===== src/rtl/rxdf_pkg.sv =====
package rxdf_pkg;
  localparam logic [7:0] SFD_CODE  = 8'hA7;
  localparam int         PRE_ZEROS = 4;
  localparam int         FRAME_MIN = 2;
  localparam int         FRAME_MAX = 127;
  localparam int         LEN_W     = $clog2(FRAME_MAX + 1);
  localparam int         RAM_DW    = 16;
  localparam int         RAM_AW    = $clog2((FRAME_MAX + 1) / 2);
  localparam logic [15:0] CRC_POLY = 16'h8408;

  typedef enum logic [2:0] {
    ST_HUNT,
    ST_LEN,
    ST_BODY,
    ST_WAIT,
    ST_HOLD
  } rx_state_t;

  // One byte through the reflected CRC, least significant bit first.
  function automatic logic [15:0] crc_byte(input logic [15:0] c, input logic [7:0] b);
    logic [15:0] r;
    logic        fb;
    r = c;
    for (int i = 0; i < 8; i++) begin
      fb = r[0] ^ b[i];
      r  = {1'b0, r[15:1]};
      if (fb) r = r ^ CRC_POLY;
    end
    return r;
  endfunction
endpackage


===== src/rtl/rxdf_hunt.sv =====
module rxdf_hunt #(
  parameter int         NZERO = 4,
  parameter logic [7:0] DELIM = 8'hA7
) (
  input  logic       clk,
  input  logic       rst,
  input  logic       en,
  input  logic       in_vld,
  input  logic [7:0] in_byte,
  output logic       hit
);
  localparam int ZW = $clog2(NZERO + 1);
  localparam logic [ZW-1:0] ZMAX = ZW'(NZERO);

  logic [ZW-1:0] zcnt;

  assign hit = en && in_vld && (in_byte == DELIM) && (zcnt == ZMAX);

  always_ff @(posedge clk) begin
    if (rst || !en) begin
      zcnt <= '0;
    end else if (in_vld) begin
      if (in_byte != 8'h00) begin
        zcnt <= '0;
      end else if (zcnt != ZMAX) begin
        zcnt <= zcnt + 1'b1;
      end
    end
  end
endmodule


===== src/rtl/rxdf_lqi_win.sv =====
module rxdf_lqi_win #(
  parameter int WIN_CYC = 1024,
  parameter int LQI_W   = 8
) (
  input  logic             clk,
  input  logic             rst,
  input  logic             start,
  input  logic             cancel,
  input  logic [LQI_W-1:0] lqi_in,
  output logic             done,
  output logic [LQI_W-1:0] lqi_q
);
  localparam int CW = $clog2(WIN_CYC + 1);

  logic [CW-1:0] cnt;
  logic          run;

  always_ff @(posedge clk) begin
    if (rst) begin
      cnt   <= '0;
      run   <= 1'b0;
      done  <= 1'b0;
      lqi_q <= '0;
    end else if (start) begin
      cnt  <= CW'(WIN_CYC - 1);
      run  <= 1'b1;
      done <= 1'b0;
    end else if (cancel) begin
      run  <= 1'b0;
      done <= 1'b0;
    end else if (run) begin
      if (cnt == '0) begin
        run   <= 1'b0;
        done  <= 1'b1;
        lqi_q <= lqi_in;
      end else begin
        cnt <= cnt - 1'b1;
      end
    end
  end
endmodule


===== src/rtl/rxdf_crc16.sv =====
module rxdf_crc16 import rxdf_pkg::*; (
  input  logic        clk,
  input  logic        rst,
  input  logic        clr,
  input  logic        en,
  input  logic [7:0]  din,
  output logic [15:0] crc
);
  always_ff @(posedge clk) begin
    if (rst || clr) begin
      crc <= 16'h0000;
    end else if (en) begin
      crc <= crc_byte(crc, din);
    end
  end
endmodule


===== src/rtl/rxdf_pkt_ram.sv =====
module rxdf_pkt_ram #(
  parameter int AW = 6,
  parameter int DW = 16
) (
  input  logic          clk,
  input  logic          we,
  input  logic [AW-1:0] waddr,
  input  logic [DW-1:0] wdata,
  input  logic [AW-1:0] raddr,
  output logic [DW-1:0] rdata
);
  localparam int DEPTH = 1 << AW;

  logic [DW-1:0] mem [DEPTH];

  always_ff @(posedge clk) begin
    if (we) mem[waddr] <= wdata;
    rdata <= mem[raddr];
  end
endmodule


===== src/rtl/rxdf_top.sv =====
module rxdf_top import rxdf_pkg::*; #(
  parameter int CLK_MHZ = 16,
  parameter int WIN_US  = 64,
  parameter int LQI_W   = 8
) (
  input  logic              clk,
  input  logic              rst,
  input  logic              rx_vld,
  input  logic [7:0]        rx_byte,
  input  logic [LQI_W-1:0]  lqi_in,
  input  logic              irq_ack,
  input  logic [RAM_AW-1:0] rd_addr,
  output logic [RAM_DW-1:0] rd_data,
  output logic              irq,
  output logic              crc_ok,
  output logic [LEN_W-1:0]  rx_len,
  output logic [LQI_W-1:0]  lqi_val
);
  localparam int WIN_CYC = CLK_MHZ * WIN_US;

  rx_state_t         st;
  logic              sfd_hit;
  logic              win_done;
  logic [LQI_W-1:0]  win_lqi;
  logic [15:0]       crc_val;
  logic [LEN_W-1:0]  len_q;
  logic [LEN_W-1:0]  idx_q;
  logic [7:0]        lo_q;
  logic [7:0]        fcs_lo;
  logic [7:0]        fcs_hi;
  logic              len_bad;
  logic              body_byte;
  logic              last_byte;
  logic              crc_en;
  logic              win_cancel;
  logic              ram_we;
  logic [RAM_AW-1:0] ram_wa;
  logic [RAM_DW-1:0] ram_wd;

  always_comb begin
    len_bad    = (rx_byte < 8'(FRAME_MIN)) || (rx_byte > 8'(FRAME_MAX));
    body_byte  = (st == ST_BODY) && rx_vld;
    last_byte  = body_byte && (idx_q == len_q - LEN_W'(1));
    crc_en     = body_byte && (idx_q < len_q - LEN_W'(2));
    win_cancel = ((st == ST_LEN) && rx_vld && len_bad) ||
                 ((st == ST_HOLD) && irq_ack);
    ram_we     = body_byte && (idx_q[0] || last_byte);
    ram_wa     = idx_q[LEN_W-1:1];
    ram_wd     = idx_q[0] ? {rx_byte, lo_q} : {8'h00, rx_byte};
  end

  rxdf_hunt #(
    .NZERO (PRE_ZEROS),
    .DELIM (SFD_CODE)
  ) hunt_i (
    .clk     (clk),
    .rst     (rst),
    .en      (st == ST_HUNT),
    .in_vld  (rx_vld),
    .in_byte (rx_byte),
    .hit     (sfd_hit)
  );

  rxdf_lqi_win #(
    .WIN_CYC (WIN_CYC),
    .LQI_W   (LQI_W)
  ) win_i (
    .clk    (clk),
    .rst    (rst),
    .start  (sfd_hit),
    .cancel (win_cancel),
    .lqi_in (lqi_in),
    .done   (win_done),
    .lqi_q  (win_lqi)
  );

  rxdf_crc16 crc_i (
    .clk (clk),
    .rst (rst),
    .clr (sfd_hit),
    .en  (crc_en),
    .din (rx_byte),
    .crc (crc_val)
  );

  rxdf_pkt_ram #(
    .AW (RAM_AW),
    .DW (RAM_DW)
  ) ram_i (
    .clk   (clk),
    .we    (ram_we),
    .waddr (ram_wa),
    .wdata (ram_wd),
    .raddr (rd_addr),
    .rdata (rd_data)
  );

  always_ff @(posedge clk) begin
    if (rst) begin
      st      <= ST_HUNT;
      len_q   <= '0;
      idx_q   <= '0;
      lo_q    <= '0;
      fcs_lo  <= '0;
      fcs_hi  <= '0;
      irq     <= 1'b0;
      crc_ok  <= 1'b0;
      rx_len  <= '0;
      lqi_val <= '0;
    end else begin
      unique case (st)
        ST_HUNT: begin
          if (sfd_hit) st <= ST_LEN;
        end
        ST_LEN: begin
          if (rx_vld) begin
            if (len_bad) begin
              st <= ST_HUNT;
            end else begin
              len_q <= rx_byte[LEN_W-1:0];
              idx_q <= '0;
              st    <= ST_BODY;
            end
          end
        end
        ST_BODY: begin
          if (rx_vld) begin
            lo_q  <= rx_byte;
            idx_q <= idx_q + 1'b1;
            if (idx_q == len_q - LEN_W'(2)) fcs_lo <= rx_byte;
            if (last_byte) begin
              fcs_hi <= rx_byte;
              st     <= ST_WAIT;
            end
          end
        end
        ST_WAIT: begin
          if (win_done) begin
            irq     <= 1'b1;
            crc_ok  <= (crc_val == {fcs_hi, fcs_lo});
            rx_len  <= len_q;
            lqi_val <= win_lqi;
            st      <= ST_HOLD;
          end
        end
        ST_HOLD: begin
          if (irq_ack) begin
            irq <= 1'b0;
            st  <= ST_HUNT;
          end
        end
        default: st <= ST_HUNT;
      endcase
    end
  end
endmodule


===== config.mk =====
export PLATFORM = sky130hd
export DESIGN_NAME = rxdf_top
export DESIGN_NICKNAME = d
export VERILOG_FILES = /design/src/rtl/rxdf_pkg.sv /design/src/rtl/rxdf_hunt.sv /design/src/rtl/rxdf_lqi_win.sv /design/src/rtl/rxdf_crc16.sv /design/src/rtl/rxdf_pkt_ram.sv /design/src/rtl/rxdf_top.sv
export SDC_FILE = /design/constraint.sdc
export NUM_CORES = 1
export LEC_CHECK = 0
export CORE_UTILIZATION = 30
export DETAILED_ROUTE_END_ITERATION = 8
export PLACE_DENSITY = 0.55
export SYNTH_ARGS = -nofsm -noshare
export SYNTH_HDL_FRONTEND = slang
export SYNTH_SLANG_ARGS = --single-unit

===== constraint.sdc =====
create_clock -name clk -period 3.8 [get_ports clk]
set_input_delay 0.76 -clock clk [delete_from_list [all_inputs] [get_ports clk]]
set_output_delay 0.76 -clock clk [all_outputs]
set_load 0.05 [all_outputs]

==> flow_summary.yaml <==
cts:
  numClockSinks: 1138
  cts_setup_buffers: 0
  cts.htree.levels: 3
  cts_buffers: 114
  cts_root_buffer: "clkbuf_16"
  cts_tree: "done"
  hold_buffers: 0
  clk_latency_ns: 0.71
  clk_path_buf_depth: 3
  cts_resized: 0
  clk_pin_slew_worst_paths_ns: 0.06
placed_design:
  dpl.hpwl_um: 70460
  gp_congestion: 0.8153
  place_inst: 4394
  io_buffers: 58
  place_area_um2: 48560
min_path:
  whs_path_depth: 3
  hold_path.class: "input pin to flop"
die:
  dieWidth_um: 387.0
  floorplan.initialDensity_pct: 30.36
  core_area_um2: 146400
  num_rows: 140
  fp.dieH_um: 387.0
  die_area_um2: 149800
  io_pins: 59
timing:
  rsz0062_at_grt: "no"
  setup_tns_ns: 0
  final.min_clock_period_ns: 3.172
  fmax_ghz: 0.3153
  period_share_pct: 83.47
  finalHoldViolCount: 0
  skew_ns: 0.03305
  final-max-slew-violation-count: 0
  slew_headroom_pct: 40.87
  tightest_slew_ns: 0.8776
  finalSetupViolCount: 0
detailed_routing:
  viasPerCell: 5.017
  route.detailed.drc: 0
  met3_length_um: 6707
  wl_per_cell_um: 24.35
  routed_wl_um: 111900
  wl_met2_um: 54060
  num_vias: 23070
  top_layer_used: "met4"
  wl_met1_um: 48340
  drt_iter0_drc: 2264
  antenna_left: 0
  dr.pass1.iters: 7
global_routing:
  grt_pass1_vias: 24110
  grt_max_degree: 73
  grt_pass1_wl_um: 164500
  antenna_found_initial: 0
  gr-total-overflow: 0
  grt_usage_pct: 14.81
worst_setup_path:
  worst-path-stages: 10
  worstPathCellList: "inv_1 -> ha_1 -> a21boi_0 -> xnor2_1 -> nand4_1 -> nor3_4 -> o2111ai_1 -> buf_4 -> nor2_1 -> buf_4"
  critPathRequiredTime_ns: 4.18
  reg2regPathDepth: 10
  cp_max_fo: 10
  end_kind: "flop"
  cp_common_cell: "buf_4"
  arrival_ns: 3.55
  cp_top_family: "simple AND/OR/NAND/NOR gates"
  crit_slowest_cell: "dfxtp_1"
  path_class: "flop to flop"
  crit_buf_inv: 3
  startpoint_type: "flop"
  slowest_delay_ns: 0.45
logic_synthesis:
  synth_warnings: 0
  synthCells: 2366
  synthArstFlopShare_pct: 0
  synth-seq-cells: 1138
  ys.flop_type: "edfxtp_1"
  synthTopCellsByArea: "edfxtp_1 (69%), mux4_2 (11%), dfxtp_1 (5.1%)"
  synth_top_cell_area_share_pct: 69.16
  synth.avg_cell_area_um2: 18.79
  yosysUniqueCellTypes: 56
  synth-edff-count: 1024
  yosysTopAreaCell: "edfxtp_1"
  syn-num-nets: 2406
  synth-seq-area-share_pct: 74.29
  synth_area_um2: 44460
finish:
  antenna_cells: 0
  final_cell_mix: "edfxtp_1 (1,024), mux4_2 (218), buf_4 (170)"
  postLayoutCellArea_um2: 52050
  syn2layout_area_growth_pct: 17.06
  fillers: 13570
  drive_gt1_share_pct: 23.66
  final_common_cell: "edfxtp_1"
  nets: 2633
  fin_cells: 4597
power:
  p_leak_nw: 17.27
  ir_drop_mv: 0.3863
  power_density_nw_per_um2: 486.1
  power.total_mw: 25.30
outcome:
  outcome: "finished clean"
flow_run:
  maxCapViolations: 0
## path summary, 6_finish.rpt
check	startpoint	slack, ns	end
max	len_q[2]	0.63	ram_i.mem[41][7]
min	rst	0.45	win_i.cnt[10]
min reg2reg	lo_q[3]	0.46	lo_q[3]
max reg2reg	len_q[2]	0.63	ram_i.mem[41][7]
## where the power goes
part           switching, mW  internal [mW]
registers             0.0294           13.6
logic                  0.691          0.447
clock network           4.68           5.90
total                   5.40           19.9
## tightest hold or removal path, delay by kind of cell
| kind | cells | cell delay, ns |
|---|---|---|
| AO/OA/AOI/OAI | 1 | 0.14 |
| buffers and inverters | 2 | 0.18 |
## cell type report
type	instances	area, um2	share of cell area [%]
Clock buffer	155	3057	5.873
Inverter	17	63.81	0.1226
Tap cell	1917	2399	4.608
Timing Repair Buffer	247	2241	4.305
Clock inverter	48	429.2	0.8245
Multi-Input combinational cell	1075	10830	20.80
Sequential cell	1138	33030	63.46
## synthesized netlist by cell type (16+ instances only)
cell / n
nand2_1: 84
inv_1: 16
and3_1: 20
buf_2: 41
mux2i_1: 135
nor2_1: 157
xnor2_1: 44
o22ai_1: 36
a21oi_1: 57
o21ai_0: 23
buf_1: 25
mux4_2: 218
xor2_1: 26
clkbuf_1: 66
a221oi_1: 30
a211oi_1: 23
nor2b_1: 18
edfxtp_1: 1024
dfxtp_1: 114
mux2_2: 49
## logic make-up (layout without fill, tap and decap cells)
group           count (synthesis)  count (layout)  synth area share (%)
compound gates                216             216                 3.228
xor+xnor                       70              70                 1.379
fa+ha+maj                      14              14                0.3940
buf+inv                       153             467                 1.441
flops                        1138            1138                 74.29
mux                           402             402                 15.32
simple gates                  373             373                 3.943
## stage by stage
stage          hold slack (ns)  setup WS, ns  util (%)
4_1_cts                 0.3949        0.7126     35.54
3_5_place_dp            0.4456       0.08760     33.16
2_1_floorplan           0.4313        0.7148         -
6_report                0.4452        0.6280     35.54
3_3_place_gp            0.4379       0.02749     33.16
5_1_grt                 0.4188        0.4848     35.54
## registers in the layout, summed over array words and instances, names as in the netlist
name and flops:
win_i.done 1, lqi_val 8, ram_i.mem 1024, lo_q 8, win_i.run 1, crc_ok 1, fcs_lo 8, irq 1
ram_i.rdata 16, idx_q 7, len_q 7, hunt_i.zcnt 3, rx_len 7, win_i.lqi_q 8, fcs_hi 8, win_i.cnt 11
st 3, crc_i.crc 16
## per-layer routing
| metal | vias to the layer above | GRT usage (%) |
|---|---|---|
| li1 | 9956 | - |
| met1 | 12210 | 19.99 |
| met2 | 731 | 24.18 |
| met3 | 165 | 2.910 |
| met4 | 0 | 4.238 |
| met5 | - | 0 |
Note: power is estimated with default switching activity, not from simulation.
